File: config.mk
export PLATFORM = sky130hd
export DESIGN_NAME = reg_undo_buffer
export DESIGN_NICKNAME = d
export VERILOG_FILES = /design/src/rtl/regundo_pkg.sv /design/src/rtl/regundo_slots.sv /design/src/rtl/regundo_ctrl.sv /design/src/rtl/reg_undo_buffer.sv
export SDC_FILE = /design/constraint.sdc
export NUM_CORES = 1
export LEC_CHECK = 0
export BUFFER_PORTS_ARGS = -buffer_cell sky130_fd_sc_hd__buf_2
export CELL_PAD_IN_SITES_DETAIL_PLACEMENT = 0
export CELL_PAD_IN_SITES_GLOBAL_PLACEMENT = 1
export CORE_UTILIZATION = 30
export CTS_CLUSTER_DIAMETER = 100
export DETAILED_ROUTE_END_ITERATION = 8
export GPL_TIMING_DRIVEN = 1
export PLACE_DENSITY_LB_ADDON = 0.1
export SYNTH_ARGS = -nofsm -noshare
export SYNTH_HDL_FRONTEND = slang
export SYNTH_HIERARCHICAL = 1
export SYNTH_SLANG_ARGS = --single-unit
File: constraint.sdc
create_clock -name clk -period 4.3 [get_ports clk]
set_input_delay 0.43 -clock clk [delete_from_list [all_inputs] [get_ports clk]]
set_output_delay 0.43 -clock clk [all_outputs]
set_load 0.1 [all_outputs]
File: src/rtl/regundo_pkg.sv
package regundo_pkg;
  typedef enum logic [0:0] {
    RU_RUN  = 1'b0,
    RU_ROLL = 1'b1
  } ru_mode_e;
endpackage

File: src/rtl/regundo_slots.sv
module regundo_slots #(
  parameter int DEPTH  = 8,
  parameter int IDX_W  = 5,
  parameter int DATA_W = 32,
  parameter int ADDR_W = 32,
  localparam int PTR_W = $clog2(DEPTH)
) (
  input  logic              clk,
  input  logic              rst,
  input  logic              wr_alloc,
  input  logic [PTR_W-1:0]  alloc_ptr,
  input  logic [IDX_W-1:0]  alloc_dest,
  input  logic [ADDR_W-1:0] alloc_pc,
  input  logic              wr_cmpl,
  input  logic [PTR_W-1:0]  cmpl_ptr,
  input  logic [DATA_W-1:0] cmpl_old,
  input  logic [PTR_W-1:0]  walk_ptr,
  input  logic [PTR_W-1:0]  head_ptr,
  input  logic              finish,
  output logic [IDX_W-1:0]  rd_dest,
  output logic [DATA_W-1:0] rd_old,
  output logic [ADDR_W-1:0] rb_pc
);
  // Three single-write, single-read memories, one per field, so each maps to block RAM.
  logic [IDX_W-1:0]  dest_mem [DEPTH];
  logic [DATA_W-1:0] old_mem  [DEPTH];
  logic [ADDR_W-1:0] pc_mem   [DEPTH];
  logic [ADDR_W-1:0] head_pc;

  always_ff @(posedge clk) begin
    if (wr_alloc) dest_mem[alloc_ptr] <= alloc_dest;
    rd_dest <= dest_mem[walk_ptr];
  end

  always_ff @(posedge clk) begin
    if (wr_cmpl) old_mem[cmpl_ptr] <= cmpl_old;
    rd_old <= old_mem[walk_ptr];
  end

  always_ff @(posedge clk) begin
    if (wr_alloc) pc_mem[alloc_ptr] <= alloc_pc;
    head_pc <= pc_mem[head_ptr];
  end

  // The head is frozen during rollback, so head_pc holds the excepting address.
  always_ff @(posedge clk) begin
    if (rst)         rb_pc <= '0;
    else if (finish) rb_pc <= head_pc;
  end
endmodule

File: src/rtl/regundo_ctrl.sv
module regundo_ctrl
  import regundo_pkg::*;
#(
  parameter int DEPTH   = 8,
  parameter int RET_MAX = 2,
  localparam int PTR_W  = $clog2(DEPTH),
  localparam int CNT_W  = PTR_W + 1
) (
  input  logic             clk,
  input  logic             rst,
  input  logic             alloc_valid,
  output logic             alloc_ready,
  output logic             alloc_fire,
  output logic [PTR_W-1:0] tail_ptr,
  input  logic             cmpl_valid,
  input  logic [PTR_W-1:0] cmpl_slot,
  input  logic             cmpl_exc,
  output logic             cmpl_take,
  output logic [PTR_W-1:0] head_ptr,
  output logic [PTR_W-1:0] walk_ptr,
  output logic             finish,
  output logic             rolling,
  output logic             restore_we,
  output logic             rb_done
);
  logic [DEPTH-1:0] vld_q, dn_q, ex_q;
  logic [PTR_W-1:0] head_q, tail_q, walk_q;
  logic [CNT_W-1:0] cnt_q, left_q, nret;
  ru_mode_e         mode_q;
  logic             trig, run_ok;

  assign trig        = (mode_q == RU_RUN) && vld_q[head_q] && dn_q[head_q] && ex_q[head_q];
  assign alloc_ready = (mode_q == RU_RUN) && !trig && (cnt_q != CNT_W'(DEPTH));
  assign alloc_fire  = alloc_valid && alloc_ready;
  assign cmpl_take   = cmpl_valid && (mode_q == RU_RUN) && vld_q[cmpl_slot] && !dn_q[cmpl_slot];
  assign finish      = (mode_q == RU_ROLL) && (left_q == '0);
  assign rolling     = (mode_q == RU_ROLL);
  assign head_ptr    = head_q;
  assign tail_ptr    = tail_q;
  assign walk_ptr    = walk_q;

  // Count the contiguous run of clean finished entries starting at the head.
  always_comb begin
    nret   = '0;
    run_ok = (mode_q == RU_RUN);
    for (int k = 0; k < RET_MAX; k++) begin
      if (run_ok && vld_q[head_q + PTR_W'(k)] && dn_q[head_q + PTR_W'(k)]
          && !ex_q[head_q + PTR_W'(k)])
        nret = nret + CNT_W'(1);
      else
        run_ok = 1'b0;
    end
  end

  always_ff @(posedge clk) begin
    if (rst) begin
      vld_q      <= '0;
      dn_q       <= '0;
      ex_q       <= '0;
      head_q     <= '0;
      tail_q     <= '0;
      walk_q     <= '0;
      cnt_q      <= '0;
      left_q     <= '0;
      mode_q     <= RU_RUN;
      restore_we <= 1'b0;
      rb_done    <= 1'b0;
    end else begin
      restore_we <= 1'b0;
      rb_done    <= 1'b0;
      if (mode_q == RU_RUN) begin
        if (trig) begin
          mode_q <= RU_ROLL;
          walk_q <= tail_q - PTR_W'(1);
          left_q <= cnt_q - CNT_W'(1);
        end else begin
          for (int k = 0; k < RET_MAX; k++) begin
            if (CNT_W'(k) < nret) begin
              vld_q[head_q + PTR_W'(k)] <= 1'b0;
              dn_q[head_q + PTR_W'(k)]  <= 1'b0;
              ex_q[head_q + PTR_W'(k)]  <= 1'b0;
            end
          end
          head_q <= head_q + PTR_W'(nret);
        end
        if (alloc_fire) begin
          vld_q[tail_q] <= 1'b1;
          dn_q[tail_q]  <= 1'b0;
          ex_q[tail_q]  <= 1'b0;
          tail_q        <= tail_q + PTR_W'(1);
        end
        if (cmpl_take) begin
          dn_q[cmpl_slot] <= 1'b1;
          ex_q[cmpl_slot] <= cmpl_exc;
        end
        cnt_q <= cnt_q + CNT_W'(alloc_fire) - nret;
      end else begin
        if (left_q != '0) begin
          restore_we <= dn_q[walk_q];
          walk_q     <= walk_q - PTR_W'(1);
          left_q     <= left_q - CNT_W'(1);
        end else begin
          mode_q  <= RU_RUN;
          vld_q   <= '0;
          dn_q    <= '0;
          ex_q    <= '0;
          head_q  <= '0;
          tail_q  <= '0;
          cnt_q   <= '0;
          rb_done <= 1'b1;
        end
      end
    end
  end
endmodule

File: src/rtl/reg_undo_buffer.sv
module reg_undo_buffer #(
  parameter int DEPTH   = 8,
  parameter int RET_MAX = 2,
  parameter int IDX_W   = 5,
  parameter int DATA_W  = 32,
  parameter int ADDR_W  = 32,
  localparam int PTR_W  = $clog2(DEPTH)
) (
  input  logic              clk,
  input  logic              rst,
  input  logic              alloc_valid,
  output logic              alloc_ready,
  input  logic [IDX_W-1:0]  alloc_dest,
  input  logic [ADDR_W-1:0] alloc_pc,
  output logic [PTR_W-1:0]  alloc_slot,
  input  logic              cmpl_valid,
  input  logic [PTR_W-1:0]  cmpl_slot,
  input  logic [DATA_W-1:0] cmpl_old,
  input  logic              cmpl_exc,
  output logic              rf_restore_we,
  output logic [IDX_W-1:0]  rf_restore_idx,
  output logic [DATA_W-1:0] rf_restore_data,
  output logic              rb_done,
  output logic [ADDR_W-1:0] rb_pc
);
  logic             alloc_fire, cmpl_take, finish, rolling;
  logic [PTR_W-1:0] head_ptr, walk_ptr, tail_ptr;

  assign alloc_slot = tail_ptr;

  regundo_ctrl #(.DEPTH(DEPTH), .RET_MAX(RET_MAX)) u_ctrl (
    .clk(clk), .rst(rst),
    .alloc_valid(alloc_valid), .alloc_ready(alloc_ready), .alloc_fire(alloc_fire),
    .tail_ptr(tail_ptr),
    .cmpl_valid(cmpl_valid), .cmpl_slot(cmpl_slot), .cmpl_exc(cmpl_exc),
    .cmpl_take(cmpl_take),
    .head_ptr(head_ptr), .walk_ptr(walk_ptr), .finish(finish), .rolling(rolling),
    .restore_we(rf_restore_we), .rb_done(rb_done)
  );

  regundo_slots #(.DEPTH(DEPTH), .IDX_W(IDX_W), .DATA_W(DATA_W), .ADDR_W(ADDR_W)) u_slots (
    .clk(clk), .rst(rst),
    .wr_alloc(alloc_fire), .alloc_ptr(tail_ptr), .alloc_dest(alloc_dest), .alloc_pc(alloc_pc),
    .wr_cmpl(cmpl_take), .cmpl_ptr(cmpl_slot), .cmpl_old(cmpl_old),
    .walk_ptr(walk_ptr), .head_ptr(head_ptr), .finish(finish),
    .rd_dest(rf_restore_idx), .rd_old(rf_restore_data), .rb_pc(rb_pc)
  );
endmodule

; ---- After elaboration in Yosys (flattened, before gate mapping)
; Memory sizes are Yosys's and may differ from the RTL's. A register that Yosys moved wholly into a read port is not among the register bits.
; Cells that the tools add are included.
[totals]
mem_bits_ro = 0
regBits = 76
word_cells = 174
latch_bits = 0
memories = 3
in_bits = 77
out_inout_bits = 75
ramBits = 552
[mem_list]
columns = name, depth, width, read_ports, rd_ports_with_merged_regs, write_ports, line_no
row1 = u_slots.old_mem, 8, 32, 1, 1, 1, regundo_slots.sv:26  ; logic [DATA_W-1:0] old_mem [DEPTH];
row2 = u_slots.pc_mem, 8, 32, 1, 1, 1, regundo_slots.sv:27  ; logic [ADDR_W-1:0] pc_mem [DEPTH];
row3 = u_slots.dest_mem, 8, 5, 1, 1, 1, regundo_slots.sv:25  ; logic [IDX_W-1:0] dest_mem [DEPTH];
[classes]
n_eq_ne = 4
magnitude_cmp = 11
div_mod_pow = 0
n_mux = 88
n_shift = 0
bitwise = 15
n_reduce_logical = 31
n_mul = 0
add_sub_neg = 10
[op_table]
columns = cell, count
row1 = $mux W8, 37
row2 = $and A8 B8 Y8, 8
row3 = $bmux W1 S3, 9
row4 = $mux W3, 8
row5 = $mux W4, 6
row6 = $not A8 Y8, 3
row7 = $mux W1, 23
row8 = $lt A3 B4 Y1 const B, 5
row9 = $logic_and A1 B1 Y1, 18
row10 = $or A8 B8 Y8, 2
row11 = $demux W1 S3, 4
row12 = $ge A3 B1 Y1 const B, 4
row13 = $bwmux W8, 1
row14 = $lt A1 B4 Y1 const A, 2
row15 = $sub A4 B1 Y4 const B, 2
row16 = $add A3 B1 Y3 const B, 2
row17 = $reduce_and A2 Y1, 3
row18 = $sub A3 B1 Y3 const B, 2
row19 = $add A4 B1 Y4, 1
row20 = $add A4 B1 Y4 const B, 1
row21 = $logic_not A1 Y1, 4
row22 = $logic_not A4 Y1, 1
row23 = $ne A2 B2 Y1 const B, 2
row24 = $ne A4 B4 Y1 const B, 1
row25 = 8 further kinds, 10

; ---- Longest topological paths before layout
[depth]
word_depth = 27
ltp_mapped = 16

; ---- Cells and area by module
; Netlist, hierarchy kept.
[by_module_without_submodules]
columns = mod, cells_per_inst, n_inst, seq_area_each_um2, area_each_um2
row1 = regundo_slots, 995, 1, 18597.8, 23326.1
row2 = regundo_ctrl, 355, 1, 880.8, 3012.9

; ---- Least setup slack after synthesis
; Ideal clock, no wire load.
[synth_path]
path_kind = register to register
start = register u_ctrl.head_q[1] (netlist: u_ctrl/head_ptr[1])
end = memory u_slots.dest_mem[2][0] (enable)
path_slack_ps = -439
stages_incl_launch_ff = 10
arrival_ps = 4262
required_ps = 3823
period_less_slack_ps = 4739
cell_sequence = dfxtp_1 -> buf_4 -> mux4_2 -> nand2_1 -> and2_1 -> buf_4 -> o21ai_1 -> inv_1 -> nand2_1 -> nor3_1
[synth_via]
elab_chain_len = 11
elab_cells_between_ends = 15
[synth_rtl]
columns = item, line_no
row1 = from (decl), regundo_ctrl.sv:27  ; logic [PTR_W-1:0] head_q, tail_q, walk_q;
row2 = from (signal assigned), regundo_ctrl.sv:84  ; head_q <= head_q + PTR_W'(nret);
row3 = $bmux W1 S3, regundo_ctrl.sv:32  ; assign trig = (mode_q == RU_RUN) && vld_q[head_q] && dn_q[head_q] && ex_q[head_q];
row4 = $mux W1 (implied by the code), regundo_ctrl.sv:32
row5 = $logic_and A1 B1 Y1 (2 in a row), regundo_ctrl.sv:32
row6 = $logic_and A1 B1 Y1 (*), regundo_ctrl.sv:32
row7 = $logic_not A1 Y1 (*), regundo_ctrl.sv:33  ; assign alloc_ready = (mode_q == RU_RUN) && !trig && (cnt_q != CNT_W'(DEPTH));
row8 = $logic_and A1 B1 Y1 (*) (2 in a row), regundo_ctrl.sv:33
row9 = $logic_and A1 B1 Y1 (*), regundo_ctrl.sv:34  ; assign alloc_fire = alloc_valid && alloc_ready;
row10 = via alloc_fire, reg_undo_buffer.sv:26  ; logic alloc_fire, cmpl_take, finish, rolling;
row11 = $mux W1 (*), regundo_slots.sv:31  ; if (wr_alloc) dest_mem[alloc_ptr] <= alloc_dest;
row12 = $mux W1 (implied by the code) (*), regundo_slots.sv:31
row13 = to (decl), regundo_slots.sv:25
; The timed path passes the listed nets; every way through them passes the cells marked *. The select of a mux whose other input is x is not followed.

; ---- Final worst setup path
[layout_path]
start = register u_ctrl.head_q[0] (netlist: u_ctrl/head_ptr[0])
end = register u_ctrl.cnt_q[3]
[layout_via]
elab_chain_len = 12
elab_cells_between_ends = 33
[layout_rtl]
columns = item, line_no
row1 = $bmux W1 S3, "regundo_ctrl.sv:32, regundo_ctrl.sv:47"
row2 = $mux W1 (implied by the code), "regundo_ctrl.sv:32, regundo_ctrl.sv:47"
row3 = $logic_and A1 B1 Y1 (2 in a row), "regundo_ctrl.sv:32, regundo_ctrl.sv:47"
row4 = "$logic_and A1 B1 Y1, on equally long branches", "regundo_ctrl.sv:32, regundo_ctrl.sv:48"
row5 = $logic_not A1 Y1 / $mux W1 (equally long branches), "regundo_ctrl.sv:33, regundo_ctrl.sv:47"
row6 = "$logic_and A1 B1 Y1, on equally long branches (2 in a row)", "regundo_ctrl.sv:33, regundo_ctrl.sv:47"
row7 = "$logic_and A1 B1 Y1, on equally long branches", "regundo_ctrl.sv:34, regundo_ctrl.sv:48"
row8 = $add A4 B1 Y4 / $mux W4 (equally long branches), "regundo_ctrl.sv:96, regundo_ctrl.sv:47"
row9 = $sub A4 B4 Y4 (*), regundo_ctrl.sv:96  ; cnt_q <= cnt_q + CNT_W'(alloc_fire) - nret;
row10 = $mux W4 (*), regundo_ctrl.sv:71  ; if (mode_q == RU_RUN) begin
row11 = to (signal assigned), regundo_ctrl.sv:96
row12 = to (decl), regundo_ctrl.sv:28  ; logic [CNT_W-1:0] cnt_q, left_q, nret;
; Every way passes the cells marked *; elsewhere a longest branch is shown, timed or not. The select of a mux whose other input is x is not followed.
; A chain may end at the register's enable or synchronous reset.

==> flow_summary.ini <==
[detailed_routing]
dr.pass1.iters = 5
drc = 0
wl_per_cell_um = 22.65
initialDrtViolationCount = 775
num_vias = 13190
via_per_inst = 4.755
ant_nets = 0
drt_wl_total_mm = 62.85

[global_route]
grt_pass1_wl_mm = 94.52
grtUsageTotal_pct = 14.33
grt.overflow.total = 0
grt_antenna_before_repair = 17
grt_pass1_vias = 14050
grt_max_degree = 42

[final_layout]
final_cell_mix = 552 x edfxtp_1, 151 x buf_2, 146 x mux4_2, 139 x dfxtp_1, 80 x clkbuf_16
nets = 1646
diodes = 0
area_growth_pct = 18.71
final_cells = 2775
final_common_cell = edfxtp_1
drive_gt1_share_pct = 34.44
final_core_util_pct = 35.98
final_cell_area_sq_mm = 0.03127

[yosys]
synth-seq-cells = 697
syn_nets = 1442
synth-main-ff-cell = edfxtp_1
synth-compound-area-share_pct = 2.703
yosys.area_share.simple_pct = 3.458
synth_area_per_cell_sq_um = 19.51
synth_area_leaders = edfxtp_1 63%, mux4_2 12%, dfxtp_1 11%, mux2_2 3.0%, mux2i_1 1.7%
synth_cells = 1350
synth.top_cell.area_share_pct = 62.93
ys_seq_area_share_pct = 73.95
yosysUniqueCellTypes = 67
synth_top_family_by_area = multiplexers
yosysTopAreaCell = edfxtp_1
synthAdderAreaFrac_pct = 0.7696
synthMuxAreaShare_pct = 17.28
synth_area_sq_mm = 0.02634
synth-edff-count = 552
yosys_warnings = 6
async_flop_share_pct = 0
synth_xor_area_share_pct = 0.09976

[setup_path]
crit_type = reg2reg
cp.arrival_ns = 4.12
reg2reg_depth = 14
critPathLaunchType = flop
cp_num_cells = 14
cp_max_fo = 30
r2r-start = u_ctrl/head_ptr[0]
critPathSlowestCell = dfxtp_4
cpLargestDelayFamily = adder cells
r2r_end = u_ctrl/cnt_q[3]
reg2reg_slack_ns = 0.66
crit_buf_inv = 2
critPathRequiredTime_ns = 4.77
crit_top_cell = ha_1
crit_start = u_ctrl/head_ptr[0]
slowest_delay_ns = 0.56
cp-end-kind = flop
crit_path_end = u_ctrl/cnt_q[3]
path_cells = mux4_2, a2bb2oi_1, nand4_1, nor2_1, nand2_1, inv_1, ha_1, inv_1, ha_1, ha_1, a21o_1, a21oi_1, xor2_1, o21ai_0

[sta]
setup_tns_ns = 0
hold_viol = 0
slew_violations = 0
worst_hold_slack_ns = 0.07622
relSlewSlack_pct = 20.04
setup_ws_ns = 0.6556
period_share_pct = 84.75
setup_violations = 0
fin_crit_ns = 3.644
grt_setup_unrepaired = no
worstMarginPinSlew_ns = 1.199
fmax_mhz = 274.4
finClkSkew_ns = 0.02398

[placement]
dpl_cell_area_sq_mm = 0.02865
dp.cells = 2629
io_buffers = 151
place_worst_setup_slack_ns = 0.7189
place.gp.congestion = 0.8003
dpl.hpwl_mm = 36.14

[clock_network]
cts_root_buffer = clkbuf_16
cts_tree = done
clock_sinks = 697
cts_buffers = 78
ctsHoldBuffers = 0
post_cts.repair.setup_buffers = 0
insertion_delay_ns = 0.62
clkTransAtPathRegs_ns = 0.06
h-tree-depth = 3
cts-resized-gates = 0
clockBufferDepth = 3

[run_status]
outcome = finished, final reports clean

[pwr]
powerDensity_mw_per_mm2 = 479.6
power_mw = 15.00
vdd_drop_max_mv = 0.3301
leakage_nw = 9.970

[floorplanning]
rows = 108
die_h_um = 298.3
die_area_sq_mm = 0.08899
die_w_um = 298.3
initial_core_util_pct = 30.31
fp.coreArea_sq_mm = 0.08689
pin_count = 152

[job]
maxCapViolCount = 0

[worst_hold_path]
min_path_type = in2reg
-- flip-flops by register name, summed over array words and instances, names as in the netlist --
| signal | cells |
|---|---|
| u_slots/pc_mem | 256 |
| u_ctrl/head_ptr | 3 |
| u_ctrl/cnt_q | 4 |
| u_slots/head_pc | 32 |
| u_ctrl/left_q | 4 |
| u_ctrl/dn_q | 8 |
| u_slots/rd_dest | 5 |
| u_ctrl/restore_we | 1 |
| u_ctrl/vld_q | 8 |
| u_ctrl/tail_ptr | 3 |
| u_slots/rd_old | 32 |
| u_ctrl/rolling | 1 |
| u_slots/rb_pc | 32 |
| u_ctrl/walk_ptr | 3 |
| u_ctrl/ex_q | 8 |
| u_ctrl/rb_done | 1 |
| u_slots/old_mem | 256 |
| u_slots/dest_mem | 40 |
-- worst min path at each step --
stage | startpoint | endpoint | slack [ns] | cells after the start
floorplan | u_slots/head_pc[30] | u_slots/rb_pc[30] | 0.44 | 2
global route | alloc_pc[13] | u_slots/pc_mem[2][13] | 0.05 | 1
finish | alloc_pc[13] | u_slots/pc_mem[7][13] | 0.08 | 1
global placement | u_slots/head_pc[25] | u_slots/rb_pc[25] | 0.45 | 2
detailed placement | u_slots/head_pc[13] | u_slots/rb_pc[13] | 0.46 | 2
CTS | alloc_pc[13] | u_slots/pc_mem[7][13] | 0.03 | 1
-- power by group --
part | leakage (nW) | switching, mW | internal (mW)
Combinational | 2.50 | 0.487 | 0.244
Clock | 1.28 | 2.73 | 3.98
Sequential | 6.19 | 0.0735 | 7.48
Total | 9.97 | 3.29 | 11.7
-- synth_stat cells (all sizes together) (2+ instances only) --
| library cell | instances |
|---|---|
| a211oi | 2 |
| a21oi | 13 |
| a22oi | 5 |
| a31oi | 11 |
| a32o | 10 |
| a32oi | 4 |
| and2 | 3 |
| buf | 37 |
| clkbuf | 27 |
| dfxtp | 145 |
| edfxtp | 552 |
| fa | 2 |
| ha | 13 |
| inv | 19 |
| mux2 | 71 |
| mux2i | 46 |
| mux4 | 146 |
| nand2 | 38 |
| nand2b | 12 |
| nand3 | 18 |
| nand3b | 4 |
| nand4 | 4 |
| nand4b | 3 |
| nor2 | 65 |
| nor2b | 4 |
| nor3 | 15 |
| nor3b | 2 |
| nor4 | 2 |
| o2111ai | 2 |
| o211ai | 2 |
| o21ai | 27 |
| o221ai | 3 |
| o22ai | 6 |
| o2bb2ai | 2 |
| o31ai | 7 |
| or2 | 2 |
| or3 | 6 |
| or4 | 2 |
| xor2 | 2 |
-- per-layer routing --
layer | vias to the layer above | track usage, % | wire, um
li1 | 5876 | - | -
met1 | 6874 | 18.14 | 26930
met2 | 300 | 24.34 | 31200
met3 | 126 | 3.661 | 3227
met4 | 18 | 3.761 | 1402
met5 | - | 0 | 101
-- worst register-to-register path, delay by kind of cell, from the launching register on --
family,cells,cell delay (ns)
multiplexers,1,0.31
AO/OA/AOI/OAI,4,0.63
buffers and inverters,2,0.18
AND/OR/NAND/NOR,3,0.79
XOR/XNOR,1,0.15
flip-flops,1,0.56
adder cells (fa/ha/maj),3,0.87
-- area by class of cell --
cell class                 instances  area (sq um)
fill                            8119         55620
sequential                       697         19500
multi-input combinational        569          6529
clock buffer                     102          2155
tap                             1155          1445
timing repair buffer             188          1109
clock inverter                    44         457.9
inverter                          20         75.07
-- cell families (layout without fill, tap and decap cells) --
logic type | after synthesis | after routing
AO/OA/AOI/OAI | 104 | 104
XOR/XNOR | 3 | 3
adder cells (fa/ha/maj) | 15 | 15
buffers and inverters | 84 | 354
flip-flops | 697 | 697
multiplexers | 263 | 263
AND/OR/NAND/NOR | 184 | 184
Note: power is estimated with default switching activity, not from simulation.
